`src/rtl/canlp_pkg.sv`:
```
package canlp_pkg;
    typedef enum logic [2:0] {
        ST_STARTUP   = 3'd0,
        ST_IDLE      = 3'd1,
        ST_ACTIVE    = 3'd2,
        ST_WAIT_IDLE = 3'd3,
        ST_SLEEP     = 3'd4
    } lp_state_t;
endpackage

```
`src/rtl/canlp_run_cnt.sv`:
```
module canlp_run_cnt #(
    parameter int RUN_LEN = 11
) (
    input  logic clk,
    input  logic rst_n,
    input  logic clear,
    input  logic enable,
    input  logic tick,
    input  logic bit_in,
    output logic run_hit
);
    localparam int CW = $clog2(RUN_LEN + 1);
    localparam logic [CW-1:0] LAST = CW'(RUN_LEN - 1);

    logic [CW-1:0] cnt_q;

    assign run_hit = enable && tick && bit_in && (cnt_q == LAST);

    always_ff @(posedge clk or negedge rst_n) begin
        if (!rst_n) begin
            cnt_q <= '0;
        end else if (clear) begin
            cnt_q <= '0;
        end else if (enable && tick) begin
            if (!bit_in || (cnt_q == LAST)) begin
                cnt_q <= '0;
            end else begin
                cnt_q <= cnt_q + 1'b1;
            end
        end
    end


    run_bound_chk: assert property (@(posedge clk) disable iff (!rst_n)
        cnt_q < CW'(RUN_LEN));
endmodule

```
`src/rtl/canlp_busoff_rec.sv`:
```
module canlp_busoff_rec #(
    parameter int RUN_LEN = 11,
    parameter int SEQS    = 128,
    localparam int OW     = $clog2(SEQS + 1)
) (
    input  logic          clk,
    input  logic          rst_n,
    input  logic          bus_off_i,
    input  logic          asleep_i,
    input  logic          tick_i,
    input  logic          bit_i,
    output logic [OW-1:0] occ_o,
    output logic          done_o
);
    localparam logic [OW-1:0] FULL = OW'(SEQS);

    logic [OW-1:0] occ_q;
    logic          run_en;
    logic          hit;

    assign run_en = bus_off_i && !asleep_i && (occ_q != FULL);

    canlp_run_cnt #(.RUN_LEN(RUN_LEN)) u_run (
        .clk     (clk),
        .rst_n   (rst_n),
        .clear   (!bus_off_i),
        .enable  (run_en),
        .tick    (tick_i),
        .bit_in  (bit_i),
        .run_hit (hit)
    );

    always_ff @(posedge clk or negedge rst_n) begin
        if (!rst_n) begin
            occ_q <= '0;
        end else if (!bus_off_i) begin
            occ_q <= '0;
        end else if (hit) begin
            occ_q <= occ_q + 1'b1;
        end
    end

    assign occ_o  = occ_q;
    assign done_o = (occ_q == FULL);


    hold_sleep_chk: assert property (@(posedge clk) disable iff (!rst_n)
        (asleep_i && bus_off_i) |=> $stable(occ_q));


    occ_cap_chk: assert property (@(posedge clk) disable iff (!rst_n)
        occ_q <= FULL);
endmodule

```
`src/rtl/canlp_fsm.sv`:
```
module canlp_fsm
    import canlp_pkg::*;
(
    input  logic      clk,
    input  logic      rst_n,
    input  logic      wr_en_i,
    input  logic      wr_val_i,
    input  logic      wake_en_i,
    input  logic      flag_clr_i,
    input  logic      rx_in_i,
    input  logic      bit_tick_i,
    input  logic      msg_active_i,
    input  logic      resync_hit_i,
    output lp_state_t state_o,
    output logic      req_o,
    output logic      ack_o,
    output logic      flag_o,
    output logic      rx_mask_o,
    output logic      tx_hold_o,
    output logic      bus_on_o
);
    lp_state_t st_q, st_d;
    logic      req_q, flag_q;
    logic      asleep, wake_evt, sw_clr_ok, leave;

    assign asleep    = (st_q == ST_SLEEP);
    assign wake_evt  = asleep && wake_en_i && bit_tick_i && !rx_in_i;
    assign sw_clr_ok = wr_en_i && !wr_val_i && asleep && req_q;
    assign leave     = wake_evt || sw_clr_ok || !req_q;

    always_comb begin
        st_d = st_q;
        unique case (st_q)
            ST_STARTUP:   if (resync_hit_i) st_d = ST_IDLE;
            ST_IDLE: begin
                if (req_q)             st_d = ST_SLEEP;
                else if (msg_active_i) st_d = ST_ACTIVE;
            end
            ST_ACTIVE: begin
                if (!msg_active_i)     st_d = ST_IDLE;
                else if (req_q)        st_d = ST_WAIT_IDLE;
            end
            ST_WAIT_IDLE: if (!msg_active_i) st_d = ST_IDLE;
            ST_SLEEP:     if (leave)         st_d = ST_STARTUP;
            default:      st_d = ST_STARTUP;
        endcase
    end

    always_ff @(posedge clk or negedge rst_n) begin
        if (!rst_n) st_q <= ST_STARTUP;
        else        st_q <= st_d;
    end

    always_ff @(posedge clk or negedge rst_n) begin
        if (!rst_n) begin
            req_q  <= 1'b0;
            flag_q <= 1'b0;
        end else begin
            if (wr_en_i && wr_val_i)  req_q <= 1'b1;
            else if (sw_clr_ok)       req_q <= 1'b0;
            else if (wake_evt)        req_q <= 1'b0;

            if (wake_evt)             flag_q <= 1'b1;
            else if (flag_clr_i)      flag_q <= 1'b0;
        end
    end

    always_comb begin
        ack_o     = 1'b0;
        tx_hold_o = 1'b0;
        bus_on_o  = 1'b0;
        rx_mask_o = rx_in_i;
        unique case (st_q)
            ST_STARTUP: ;
            ST_IDLE, ST_ACTIVE, ST_WAIT_IDLE: bus_on_o = 1'b1;
            ST_SLEEP: begin
                ack_o     = 1'b1;
                tx_hold_o = 1'b1;
                if (!wake_en_i) rx_mask_o = 1'b1;
            end
            default: ;
        endcase
    end

    assign state_o = st_q;
    assign req_o   = req_q;
    assign flag_o  = flag_q;


    ack_req_chk: assert property (@(posedge clk) disable iff (!rst_n)
        ack_o |-> req_q);


    sleep_from_idle_chk: assert property (@(posedge clk) disable iff (!rst_n)
        $rose(ack_o) |-> $past(st_q) == ST_IDLE);


    req_hold_chk: assert property (@(posedge clk) disable iff (!rst_n)
        (req_q && !ack_o) |=> req_q);


    exit_resync_chk: assert property (@(posedge clk) disable iff (!rst_n)
        $fell(ack_o) |-> (st_q == ST_STARTUP) && !bus_on_o);


    masked_nowake_chk: assert property (@(posedge clk) disable iff (!rst_n)
        (ack_o && !wake_en_i && !flag_q) |=> !flag_q);


    flag_sticky_chk: assert property (@(posedge clk) disable iff (!rst_n)
        (flag_q && !flag_clr_i) |=> flag_q);
endmodule

```
`src/rtl/can_sleep_seq.sv`:
```
module can_sleep_seq
    import canlp_pkg::*;
#(
    parameter int RUN_LEN    = 11,
    parameter int RECOV_SEQS = 128,
    localparam int OCC_W     = $clog2(RECOV_SEQS + 1)
) (
    input  logic             clk,
    input  logic             rst_n,
    input  logic             slp_wr_en,
    input  logic             slp_wr_val,
    input  logic             wake_en,
    input  logic             wake_flag_clr,
    input  logic             rx_in,
    input  logic             bit_tick,
    input  logic             msg_active,
    input  logic             bus_off,
    input  logic             promote_req,
    input  logic             abort_req,
    input  logic             tx_pending,
    output logic             slp_req,
    output logic             sleep_ack,
    output logic             wake_flag,
    output logic             rx_masked,
    output logic             tx_hold_rec,
    output logic             bus_on,
    output logic             promote_go,
    output logic             abort_go,
    output logic             tx_start,
    output logic [OCC_W-1:0] recov_cnt,
    output logic             recov_done
);
    lp_state_t state;
    logic      resync_hit;
    logic      in_startup;

    assign in_startup = (state == ST_STARTUP);

    canlp_fsm u_fsm (
        .clk          (clk),
        .rst_n        (rst_n),
        .wr_en_i      (slp_wr_en),
        .wr_val_i     (slp_wr_val),
        .wake_en_i    (wake_en),
        .flag_clr_i   (wake_flag_clr),
        .rx_in_i      (rx_in),
        .bit_tick_i   (bit_tick),
        .msg_active_i (msg_active),
        .resync_hit_i (resync_hit),
        .state_o      (state),
        .req_o        (slp_req),
        .ack_o        (sleep_ack),
        .flag_o       (wake_flag),
        .rx_mask_o    (rx_masked),
        .tx_hold_o    (tx_hold_rec),
        .bus_on_o     (bus_on)
    );

    canlp_run_cnt #(.RUN_LEN(RUN_LEN)) u_resync (
        .clk     (clk),
        .rst_n   (rst_n),
        .clear   (!in_startup),
        .enable  (in_startup),
        .tick    (bit_tick),
        .bit_in  (rx_masked),
        .run_hit (resync_hit)
    );

    canlp_busoff_rec #(.RUN_LEN(RUN_LEN), .SEQS(RECOV_SEQS)) u_busoff (
        .clk       (clk),
        .rst_n     (rst_n),
        .bus_off_i (bus_off),
        .asleep_i  (sleep_ack),
        .tick_i    (bit_tick),
        .bit_i     (rx_masked),
        .occ_o     (recov_cnt),
        .done_o    (recov_done)
    );

    assign promote_go = promote_req && !sleep_ack;
    assign abort_go   = abort_req && !sleep_ack;
    assign tx_start   = tx_pending && (state == ST_IDLE) && !slp_req;


    defer_chk: assert property (@(posedge clk) disable iff (!rst_n)
        sleep_ack |-> !(promote_go || abort_go || tx_start));


    resync_exit_chk: assert property (@(posedge clk) disable iff (!rst_n)
        (in_startup && !resync_hit) |=> !bus_on);
endmodule

```
`config.mk`:
```
export PLATFORM = sky130hd
export DESIGN_NAME = can_sleep_seq
export DESIGN_NICKNAME = d
export VERILOG_FILES = /design/src/rtl/canlp_pkg.sv /design/src/rtl/canlp_run_cnt.sv /design/src/rtl/canlp_busoff_rec.sv /design/src/rtl/canlp_fsm.sv /design/src/rtl/can_sleep_seq.sv
export SDC_FILE = /design/constraint.sdc
export NUM_CORES = 1
export LEC_CHECK = 0
export ABC_AREA = 1
export BUFFER_PORTS_ARGS = -buffer_cell sky130_fd_sc_hd__buf_2
export CAP_MARGIN = 40
export CORE_MARGIN = 10
export CORE_UTILIZATION = 45
export CTS_CLUSTER_DIAMETER = 100
export CTS_CLUSTER_SIZE = 25
export DETAILED_ROUTE_END_ITERATION = 8
export PLACE_DENSITY = 0.67
export REMOVE_ABC_BUFFERS = 1
export SYNTH_ARGS = -nofsm -noshare
export SYNTH_HDL_FRONTEND = slang
export SYNTH_SLANG_ARGS = --single-unit
export TNS_END_PERCENT = 20
```
`constraint.sdc`:
```
create_clock -name clk -period 3.9 [get_ports clk]
set_input_delay 0.195 -clock clk [delete_from_list [all_inputs] [get_ports clk]]
set_output_delay 0.195 -clock clk [all_outputs]
set_load 0.05 [all_outputs]
```
# Word-level counts from Yosys, hierarchy flattened
# Cells that the tools add are included.
# word_totals
reg_bits	21
input_bits	13
output_inout_bits	18
wordCells	83
# classes
add_sub_neg	3
n_eq_ne	16
n_mux	25
n_reduce_logical	33
# op_table
op	n
4-bit 2-to-1 mux	6
3-bit 2-to-1 mux	7
1-bit logical AND	19
8-bit 2-to-1 mux	2
3-bit case mux with 5 select lines	1
1-bit 2-to-1 mux	9
4-bit by 1-bit adder with 4-bit output, second input constant	2
8-bit by 1-bit adder with 8-bit output, second input constant	1
4-bit == test, second input constant	2
8-bit == test, second input constant	1
2-bit != test, second input constant	4
8-bit != test, second input constant	1
3-bit by 2-bit == test with 1-bit output, second input constant	2
3-bit by 2-bit != test with 1-bit output, second input constant	2
1-bit logical NOT	5
5-bit AND reduction	1
1-bit logical OR	4
2-bit by 1-bit != test with 1-bit output, second input constant	2
3-bit by 1-bit == test with 1-bit output, second input constant	1
3-bit == test, second input constant	1
3-bit logical NOT	1
3-bit nonzero test	1
3-bit OR reduction	1
2-bit nonzero test	1

# Depth between registers and ports, before layout
# Gate-level depths: netlist of the first run.
# logic_depth
depth_word	10
mapped_depth	9
mapped_depth_nobuf	9

# By module
# A second synthesis of the first run with hierarchy kept.
# unflattened
cells_unflattened	208
area_unflattened_um2	1480.2
# by_module_without_submodules
mod	instances	cells_each	area_each_um2	seq_area_each_um2
canlp_run_cnt	2	39	280.3	100.1
canlp_busoff_rec	1	62	488.0	200.2
canlp_fsm	1	55	376.6	125.1
can_sleep_seq	1	13	55.1	0.0

# Least setup slack after synthesis of the first run
# No wires, ideal clock.
# synth_timing
path_type	register to register
startpoint	register u_busoff.occ_q[0], in the netlist u_busoff.occ_o[0]
endpoint	register u_busoff.occ_q[0], in the netlist u_busoff.occ_o[0]
setup_ps	121
arrival_ps	2154
t_required_ps	3779
setup_slack_ps	1626
path_stages_with_launch	10
path_buffers	0
synth_period_minus_slack_ps	2274
cell_sequence	dfrtp_1 > inv_1 > ha_1 > nand3_1 > nor2_1 > nor2_4 > nand3_4 > clkinv_1 > nand2_1 > nand2_1
# synth_via
elab_chain_len	6
word_cells_on_any_way	9
classes_between	add/sub: 1; eq/ne: 2; mux: 2; reduce/logical: 4
# synth_lines
item	line	source
from (decl)	canlp_busoff_rec.sv:17	logic [OW-1:0] occ_q;
from (signal assigned)	canlp_busoff_rec.sv:39	occ_q <= occ_q + 1'b1;
branches (longest 6 deep; another with 8-bit by 1-bit adder with 8-bit output)	n/a	
# Several ways; the timed one is not identified. The select of a mux whose other input is x is not followed.
# A chain may end at the register's enable or synchronous reset.

# Worst setup path after layout of the first run
# layout_timing
startpoint	register u_busoff.occ_q[0], in the netlist u_busoff.occ_o[0]
endpoint	output port recov_done
# layout_via
elab_chain_len	1
# layout_lines
item	line	source
8-bit == test	canlp_busoff_rec.sv:44	assign done_o = (occ_q == FULL);
to (decl)	can_sleep_seq.sv:31	output logic recov_done
# No other way between the ends.

==> run summary, run 1 <==
Status - complete, no violations
Worst Hold Endpoint - u_fsm.flag_o
Total clock sinks - 21
Slew headroom - 67.53%
Ys Warns - 0
Most frequent cells in the layout - 58 x nand2_1, 30 x buf_2, 26 x inv_1, 21 x nor2_1, 21 x dfrtp_1
Die W - 75.51 um
Vias in the first global route - 1,292
Share of layout cells above drive strength 1 - 20.00%
R2r startpoint - u_busoff.occ_o[0]
Placement Rows - 20
Total Routing Usage GR - 12.13%
Critical Path AT - 1650 ps
Length of routed met3 wiring - 172 um
Critical path class - reg2out
Hold Startpoint - wake_flag_clr
First-pass GRT wire length - 5513 um
Post-Route WL - 3107 um
DRC violations left - 0
I/O pin total - 31
RSZ-0062 raised after global routing - false
Flip-flop and latch area - 525.5 um2
Leading cell type in the layout, fill and taps excluded - nand2_1
Leakage Power - 0.9238 nW
Final Total Pwr - 0.6840 mW
Top sig layer - met4
Via-to-Cell Ratio - 4.981
FF-to-FF End - u_busoff.u_run.cnt_q[0]
CP max FO - 5
Worst-Skew Late Latency - 310 ps
Die ar. - 0.005701 mm2
Hold depth - 2
Root buffer cell - clkbuf_4
Cell area power density - 427.4 mW/mm2
Max VDD drop - 0.0003335 V
Slew Viols, Final - 0
DRT met1 WL - 1413 um
Post-route ant nets - 0
WL/cell - 12.04 um
Fin. Hold Viols - 0
Post-Route Skew - 9.464 ps
Maxcap violations - 0
Post-route minimum period - 1840 ps
Reg2reg path depth - 8
DR pass1 iterations - 4
Largest net degree at the start of global routing - 22
Yosys reg bits - 21
HP Class - in2reg
Total grt overflow - 0
Setup_tns - 0 ps
Placeable Area - 0.003003 mm2
Worst-Margin Slew - 487.1 ps
Initial antenna violation count - 0
Starting Density - 46.17%
Area delta synth->final - 15.43%
CTS buffer count - 3
Area occupied by multi-input gates - 740.7 um2
Worst setup EP type - output pin
CTS tree - yes
Fill cell count - 301
Worst setup SP type - flop
Max Fclk - 0.5434 GHz
H-tree levels - 1
Flop-to-flop setup slack - 2350 ps
Metal2 WL - 1488 um
Resized Gates After CTS - 0
Register area share after synthesis - 37.91%
Via count - 1,285
# diodes - 0
Buffers added on ports - 30
Mapped Area - 0.001386 mm2
Avg Cell Area, Syn - 7.220 um2
Final net count - 245
WP data required - 3700 ps
Clock Pin Slew Worst Setup and Hold Paths - 130 ps
Detailed placement HPWL - 2443 um
Period utilization - 47.19%
Setup Viol. Count Final - 0
Clk buf depth - 2
Die Height - 75.51 um
Placer Congestion - 0.8171
Synth cell types - 24
Drt first-iter violations - 81
Cell count after synthesis - 192
routing by layer:
metal | vias up | GRT usage (%)
met2 | 31 | 20.87
met1 | 580 | 14.40
met5 | - | 0
met4 | 0 | 4.330
met3 | 4 | 2.734
li1 | 670 | -
report_power, final:
part           switching [mW]  internal [mW]
combinational           0.224         0.0787
sequential             0.0307          0.241
clock                  0.0707         0.0383
cells by family (layout without fill, tap and decap cells):
logic type	Yosys count	after routing	synth area share, %
compound gates	10	10	4.151
xor+xnor	7	7	4.422
fa+ha+maj	6	6	5.415
buf+inv	30	63	8.663
flops	21	21	37.91
simple gates	118	118	39.44
stage by stage:
stage / hold WS (ps) / cell area [um2] / util, % / cells / setup slack (ps)
detailed placement: 187.5 / 1563 / 52.04 / 253 / 2391
global placement: 192.4 / 1563 / 52.04 / 253 / 2439
floorplan: -100.6 / 1371 / - / 190 / 1626
global route: 46.65 / 1600 / 53.29 / 258 / 1936
finish: 55.49 / 1600 / 53.29 / 258 / 2060
CTS: 55.09 / 1600 / 53.29 / 258 / 2060
flip-flops by register name (all words and copies together) (netlist names):
register              flops
u_fsm.flag_o              1
u_resync.cnt_q            4
u_fsm.state_o             3
u_busoff.u_run.cnt_q      4
u_busoff.occ_o            8
u_fsm.req_o               1
worst max path at each step:
stage | depth (start not counted) | endpoint | from | slack (ps)
finish | 5 | recov_done | u_busoff.occ_o[0] | 2060
floorplan | 9 | u_busoff.occ_o[0] | u_busoff.occ_o[0] | 1630
global route | 5 | recov_done | u_busoff.occ_o[0] | 1940
detailed placement | 9 | u_busoff.occ_o[1] | u_busoff.occ_o[0] | 2390
CTS | 5 | recov_done | u_busoff.occ_o[0] | 2060
global placement | 9 | u_busoff.occ_o[1] | u_busoff.occ_o[0] | 2440
worst max-delay path, stage by stage, from the launching register on:
cell and delay [ps]:
dfrtp_1 440, inv_1 90, ha_1 140, nand3_1 70, nor2_1 250, buf_2 330
synth_stat cells:
library cell,number,area (um2)
nand2_2,3,18.77
o21ai_0,6,30.03
dfrtp_1,21,525.5
nand2_4,2,22.52
ha_1,6,75.07
xor2_1,5,43.79
nand3_1,18,90.09
o211ai_1,1,7.510
nor2_4,2,22.52
buf_4,2,15.01
xnor2_1,2,17.52
nand2_1,58,217.7
nand3_4,1,17.52
or2_2,1,6.260
nor2_1,21,78.83
inv_2,1,3.750
nor3_1,3,15.01
clkinv_1,1,3.750
nand4_1,7,43.79
o21bai_1,2,15.01
inv_1,26,97.59
nand3b_1,1,7.510
a21oi_1,1,5.000
nor2_2,1,6.260
repair_timing:
item                      4_1_cts  5_1_grt
setup buffers                   0        0
hold endpoints to repair       21        0
hold buffers                    1        0
area by class of cell:
class	count	share of cell area, %
sequential	21	32.84
clock inverter	1	0.3127
tap	33	2.580
inverter	28	6.568
timing repair buffer	31	10.01
clock buffer	3	1.407
multi-input combinational	141	46.29
Note: power is estimated with default switching activity, not from simulation.
==> inputs of run 2 (changes only) <==
==> constraint.sdc (replaced) <==
create_clock -name clk -period 1.8 [get_ports clk]
set_input_delay 0.09 -clock clk [delete_from_list [all_inputs] [get_ports clk]]
set_output_delay 0.09 -clock clk [all_outputs]
set_load 0.05 [all_outputs]
==> run 2 against run 1 <==
  * Core utilization grew 1.1 points
  * Routed wire length grew 4.1%
  * Non-clock buffer count grew 3
  * Register-to-register slack lost 2000 ps
  * Via count shrank 1.2%
  * Critical path type unchanged
  * Largest cell class unchanged
  * Largest power group unchanged
==> run summary, run 2 (synthesis gave the netlist of run 1 again) <==
Clock Pin Slew Worst Setup and Hold Paths - 120 ps
WP data required - 1710 ps
Final setup margin - 134.0 ps
Largest net degree at the start of global routing - 22
Max FFs per register - 8
Worst setup SP type - flop
Post-Route Skew - 7.387 ps
CP max FO - 5
Slew Viols, Final - 0
Period utilization - 92.56%
Worst slack, placed - 316.4 ps
Slew headroom - 66.70%
H-tree levels - 1
Area delta synth->final - 17.78%
Die Height - 75.51 um
I/O pin total - 31
RSZ-0062 raised after global routing - false
Vias in the first global route - 1,281
Placed inst area - 0.001563 mm2
Status - complete, no violations
Drt first-iter violations - 122
Setup Viol. Count Final - 0
Buffers added on ports - 30
Via-to-Cell Ratio - 4.866
CTS buffer count - 3
Crit path max-delay cell type - dfrtp_1
# diodes - 0
Leading cell type in the layout, fill and taps excluded - nand2_1
Placer Congestion - 0.8362
Post-Route WL - 3234 um
Placeable Area - 0.003003 mm2
Max VDD drop - 0.001050 V
Maxcap violations - 0
Cell area power density - 916.9 mW/mm2
DR pass1 iterations - 4
Die ar. - 0.005701 mm2
Non-filler cells, final - 261
Delay-heaviest family, CP - flip-flops
Placed cells - 253
Critical path class - reg2out
WL/cell - 12.39 um
Post-route minimum period - 1666 ps
Root buffer cell - clkbuf_4
Crit-path cells - inv_1, ha_1, nand3_1, nor2_1, clkbuf_4
Post-route ant nets - 0
Fill cell count - 286
Worst-Skew Late Latency - 320 ps
Clk buf depth - 2
Total Routing Usage GR - 13.11%
Post-layout util - 54.37%
Initial antenna violation count - 0
Share of layout cells above drive strength 1 - 19.74%
Starting Density - 46.17%
Critical Path AT - 1580 ps
Total grt overflow - 0
HP Class - in2reg
Most frequent cells in the layout - 58 x nand2_1, 29 x buf_2, 26 x inv_1, 21 x nor2_1, 21 x dfrtp_1
Worst hold slack - 117.8 ps
Leakage Power - 0.9342 nW
DRC violations left - 0
Via count - 1,270
Worst setup EP type - output pin
Final Total Pwr - 1.497 mW
First-pass GRT wire length - 5796 um
CTS tree - yes
Crit path largest cell delay - 440 ps
Cell area after layout - 0.001633 mm2
Placement Rows - 20
Buf/Inv on CP - 2
Final net count - 248
Detailed placement HPWL - 2435 um
Setup_tns - 0 ps
Max Fclk - 0.6002 GHz
Die W - 75.51 um
Fin. Hold Viols - 0
Worst-Margin Slew - 499.5 ps
Total clock sinks - 21
[run 2: changes by cell type in the layout (fill, tap and decap cells not counted), sizes merged]
cell | previous run | this run
dlygate4sd3 | 1 | 4
buf | 30 | 29
clkbuf | 3 | 4
[run 2: where the power goes]
part,internal (mW),switching [mW],leakage (nW),total (mW)
logic,0.175,0.492,0.632,0.667
clock network,0.0831,0.158,0.0177,0.241
registers,0.523,0.0662,0.285,0.589
[run 2: layout make-up]
type	count	area, um2	share of cell area (%)
Multi-Input combinational cell	141	740.7	45.36
Sequential cell	21	525.5	32.18
Timing Repair Buffer	34	192.7	11.80
Inverter	28	105.1	6.437
Tap cell	33	41.29	2.529
Clock buffer	3	22.52	1.379
Clock inverter	1	5.005	0.3065
[run 2: worst paths after layout]
check,startpoint,end,slack [ps],cells past startpoint
max in group asynchronous,rst_n,u_fsm.state_o[0],1210,2
min in group asynchronous,rst_n,u_busoff.occ_o[7],250,2
max,u_busoff.occ_o[0],recov_done,130,5
min,slp_wr_en,u_fsm.req_o,120,4
min reg2reg,u_busoff.u_run.cnt_q[3],u_busoff.u_run.cnt_q[3],540,2
max reg2reg,u_busoff.occ_o[0],u_busoff.occ_o[0],310,9
[run 2: per-layer routing]
layer	vias to the layer above	part of all wire, %	track usage, %
li1	673	-	-
met2	25	50	22.29
met4	0	0.62	4.330
met1	570	45	15.90
met5	-	0	0
met3	2	4.7	2.995
[run 2: timing repair]
| item | CTS | global route |
|---|---|---|
| buffers inserted | 0 | 0 |
| hold buffers | 4 | 0 |
| endpoints found under the setup margin | 0 | 1 |
| endpoints found under the hold margin | 23 | 0 |
| resized for setup | 0 | 1 |
[run 2: worst reg2reg max path, stage by stage, from the launching register on]
cell and delay (ps):
dfrtp_1 440, inv_1 90, ha_1 140, nand3_1 70
nor2_1 230, nor2_4 90, nand3_4 130, clkinv_1 100
nand2_1 70, nand2_1 50
==> inputs of run 3 (changes only) <==
--- a/config.mk
+++ b/config.mk
@@ -8,14 +8,17 @@
 export ABC_AREA = 1
 export BUFFER_PORTS_ARGS = -buffer_cell sky130_fd_sc_hd__buf_2
 export CAP_MARGIN = 40
+export CELL_PAD_IN_SITES_DETAIL_PLACEMENT = 1
+export CELL_PAD_IN_SITES_GLOBAL_PLACEMENT = 2
 export CORE_MARGIN = 10
-export CORE_UTILIZATION = 45
+export CORE_UTILIZATION = 30
 export CTS_CLUSTER_DIAMETER = 100
 export CTS_CLUSTER_SIZE = 25
 export DETAILED_ROUTE_END_ITERATION = 8
-export PLACE_DENSITY = 0.67
+export PLACE_DENSITY = 0.78
 export REMOVE_ABC_BUFFERS = 1
 export SYNTH_ARGS = -nofsm -noshare
 export SYNTH_HDL_FRONTEND = slang
+export SYNTH_HIERARCHICAL = 1
 export SYNTH_SLANG_ARGS = --single-unit
 export TNS_END_PERCENT = 20
==> run 3 against run 2 <==
  * Sequential share of layout area is 6.8 points lower
  * First-iteration DRC count is 70% lower
  * Final area is 27% higher
  * Hold slack worse by 110 ps
  * Clock power is 30% higher
  * Critical path depth is 8 higher
  * Worst setup slack worse by 110 ps
  * Die area is 43% higher
  * Flip-flop and latch count stayed put
  * Core utilization is 11 points lower
  * Total power is 31% higher
  * Global-route usage is 2.2 points lower
==> run summary, run 3 <==
Status - complete, no violations
H-tree levels - 1
Post-layout util - 43.53%
DRT met1 WL - 2084 um
WP data required - 1980 ps
Post-route ant nets - 0
Clock Pin Slew Worst Setup and Hold Paths - 80 ps
Count leader, synth - nand2_1
Total Routing Usage GR - 10.87%
Worst setup SP type - flop
Multiplexer share of the synthesized area - 0%
Final Total Pwr - 1.963 mW
Worst-Margin Slew - 468.6 ps
Share of layout cells above drive strength 1 - 41.97%
Flip-flop and latch area - 525.5 um2
Placer Congestion - 0.8032
Compound-cell area share of the yosys netlist - 6.340%
Leakage Power - 1.147 nW
Max Fclk - 0.5643 GHz
Metal2 WL - 2041 um
Largest area contributor in the netlist - dfrtp_1
Cell Int Power - 1.044 mW
Sw Pwr - 0.9187 mW
CP max FO - 3
Detailed placement HPWL - 3368 um
Die W - 90.24 um
Worst-Skew Late Latency - 260 ps
Setup Viol. Count Final - 0
Cell area power density - 948.4 mW/mm2
DR pass1 iterations - 4
Largest family of logic cells by synthesized area - simple AND/OR/NAND/NOR gates
Synth cell types - 26
Seq pwr share - 29.8%
CTS buffer count - 3
Most frequent cells in the layout - 46 x nand2_1, 34 x buf_4, 29 x inv_1, 29 x buf_2, 21 x dfrtp_1
CP most frequent cell - buf_4
Post-Route Skew - 4.019 ps
Total clock sinks - 21
Avg Cell Area, Syn - 7.116 um2
Ranking of synthesized cells by area - dfrtp_1 36%, nand2_1 12%, inv_1 8.6%
Period utilization - 98.45%
Sw Ratio - 46.81%
Leading cell type in the layout, fill and taps excluded - nand2_1
RSZ-0062 raised after global routing - true
Fill cell count - 636
Fin. Hold Viols - 0
Area delta synth->final - 39.81%
Slew Viols, Final - 0
I/O pin total - 31
Buf/Inv on CP - 5
Top cells by count, synth - 48 x nand2_1, 34 x inv_1, 22 x nor2_1, 21 x dfrtp_1, 18 x nand3_1
Top sig layer - met4
Critical Path AT - 1950 ps
Crit path largest cell delay - 400 ps
Via-to-Cell Ratio - 4.499
XOR/XNOR Fraction of Synth Area - 0%
Mapped Area - 0.001480 mm2
Synth async-reset ratio - 100.0%
Area occupied by multi-input gates - 834.6 um2
Synth Area in Simple Gates - 40.49%
Slew headroom - 68.76%
Delay-heaviest family, CP - buffers and inverters
Top cell type's share of synthesized area - 35.50%
Max VDD drop - 0.0004640 V
Synth Flop Type - dfrtp_1
Placement Rows - 25
Clock share of power - 16.0%
Yosys reg bits - 21
Die ar. - 0.008143 mm2
Die Height - 90.24 um
First-pass GRT wire length - 7534 um
Post-route minimum period - 1772 ps
Register area share after synthesis - 35.50%
Root buffer cell - clkbuf_8
Worst setup EP type - flop
# diodes - 0
Critical path class - reg2reg
Final net count - 294
CTS tree - yes
Post-Route WL - 4353 um
WL/cell - 12.77 um
Logic pwr share - 54.2%
Buffers added on ports - 30
Starting Density - 31.13%
Length of routed met3 wiring - 180 um
Maxcap violations - 0
HP Class - in2reg
DRC violations left - 0
Crit-path cells - inv_2, ha_4, nand3b_1, nor2_2, nor3_2, nand2_2, nor3_2, buf_4, inv_4, nand2_4, buf_4, buf_4, o21ai_1
Largest net degree at the start of global routing - 22
Ys Warns - 6
Placeable Area - 0.004755 mm2
Max FFs per register - 8
Drt first-iter violations - 37
Post-synthesis adder-cell area fraction - 5.072%
EDFF count, synth - 0
Via count - 1,534
Cell count after synthesis - 208
Total grt overflow - 0
Vias in the first global route - 1,576
Crit path max-delay cell type - dfrtp_1
Initial antenna violation count - 0
Clk buf depth - 2
==> run 3: cells by family (layout without fill, tap and decap cells) <==
| kind of cell | Yosys count | count (layout) |
|---|---|---|
| adder cells (fa/ha/maj) | 6 | 6 |
| buffers and inverters | 44 | 110 |
| AO/OA/AOI/OAI | 15 | 15 |
| flip-flops | 21 | 21 |
| AND/OR/NAND/NOR | 122 | 122 |
==> run 3: repair_timing <==
item | 4_1_cts | 5_1_grt
buffers inserted | 6 | 6
hold buffers | 1 | 0
gates resized for setup | 9 | 17
endpoints found under the setup margin | 7 | 15
pin swaps | 6 | 7
endpoints found under the hold margin | 21 | 0
==> run 3: layer usage <==
metal | global-route usage, % | vias to the layer above
met5 | 0 | -
met4 | 3.581 | 0
met3 | 2.328 | 4
met2 | 17.37 | 27
met1 | 14.12 | 724
li1 | - | 779
==> run 3: cell type report <==
class                           count  share of cell area (%)
Multi-Input combinational cell    143                   40.33
Sequential cell                    21                   25.39
Timing Repair Buffer               65                   20.37
Inverter                           41                   7.678
Tap cell                           67                   4.051
Clock buffer                        4                   2.177
==> run 3: worst register-to-register path: stages (launching register included) <==
cell and delay, ps:
dfrtp_1 400, inv_2 100, ha_4 130, nand3b_1 100
nor2_2 150, nor3_2 50, nand2_2 70, nor3_2 40
buf_4 140, inv_4 70, nand2_4 50, buf_4 120
buf_4 130, o21ai_1 140
==> run 3: path summary, 6_finish.rpt <==
check                                   from           endpoint  slack (ps)  cells past startpoint
min                            wake_flag_clr       u_fsm/flag_o          10                      2
min reg2reg                     u_fsm/flag_o       u_fsm/flag_o         520                      2
max reg2reg                u_busoff/occ_o[0]  u_busoff/occ_o[1]          30                     13
max in group asynchronous              rst_n   u_fsm/state_o[1]        1150                      2
min in group asynchronous              rst_n  u_busoff/occ_o[4]         320                      2
max                        u_busoff/occ_o[0]  u_busoff/occ_o[1]          30                     13
==> run 3: metrics by stage <==
stage / TNS [ps] / hold slack, ps / instance area [um2] / std cells / setup WS, ps
2_1_floorplan: -27910 / -205.6 / 1450 / 205 / -1922
3_3_place_gp: -90.44 / 85.02 / 1857 / 325 / -70.26
3_5_place_dp: -200.6 / 84.41 / 1857 / 325 / -83.89
4_1_cts: 0 / 4.006 / 1981 / 336 / 4.647
5_1_grt: -805.8 / 15.48 / 2069 / 341 / -126.3
6_report: 0 / 12.40 / 2069 / 341 / 27.97
==> run 3: power by group through the flow <==
stage	clock [mW]	sequential, mW	combinational [mW]
floorplan	0	0.652	0.607
global placement	0	0.593	0.992
detailed placement	0	0.597	0.999
CTS	0.331	0.587	1.02
global route	0.350	0.596	1.18
finish	0.314	0.585	1.06
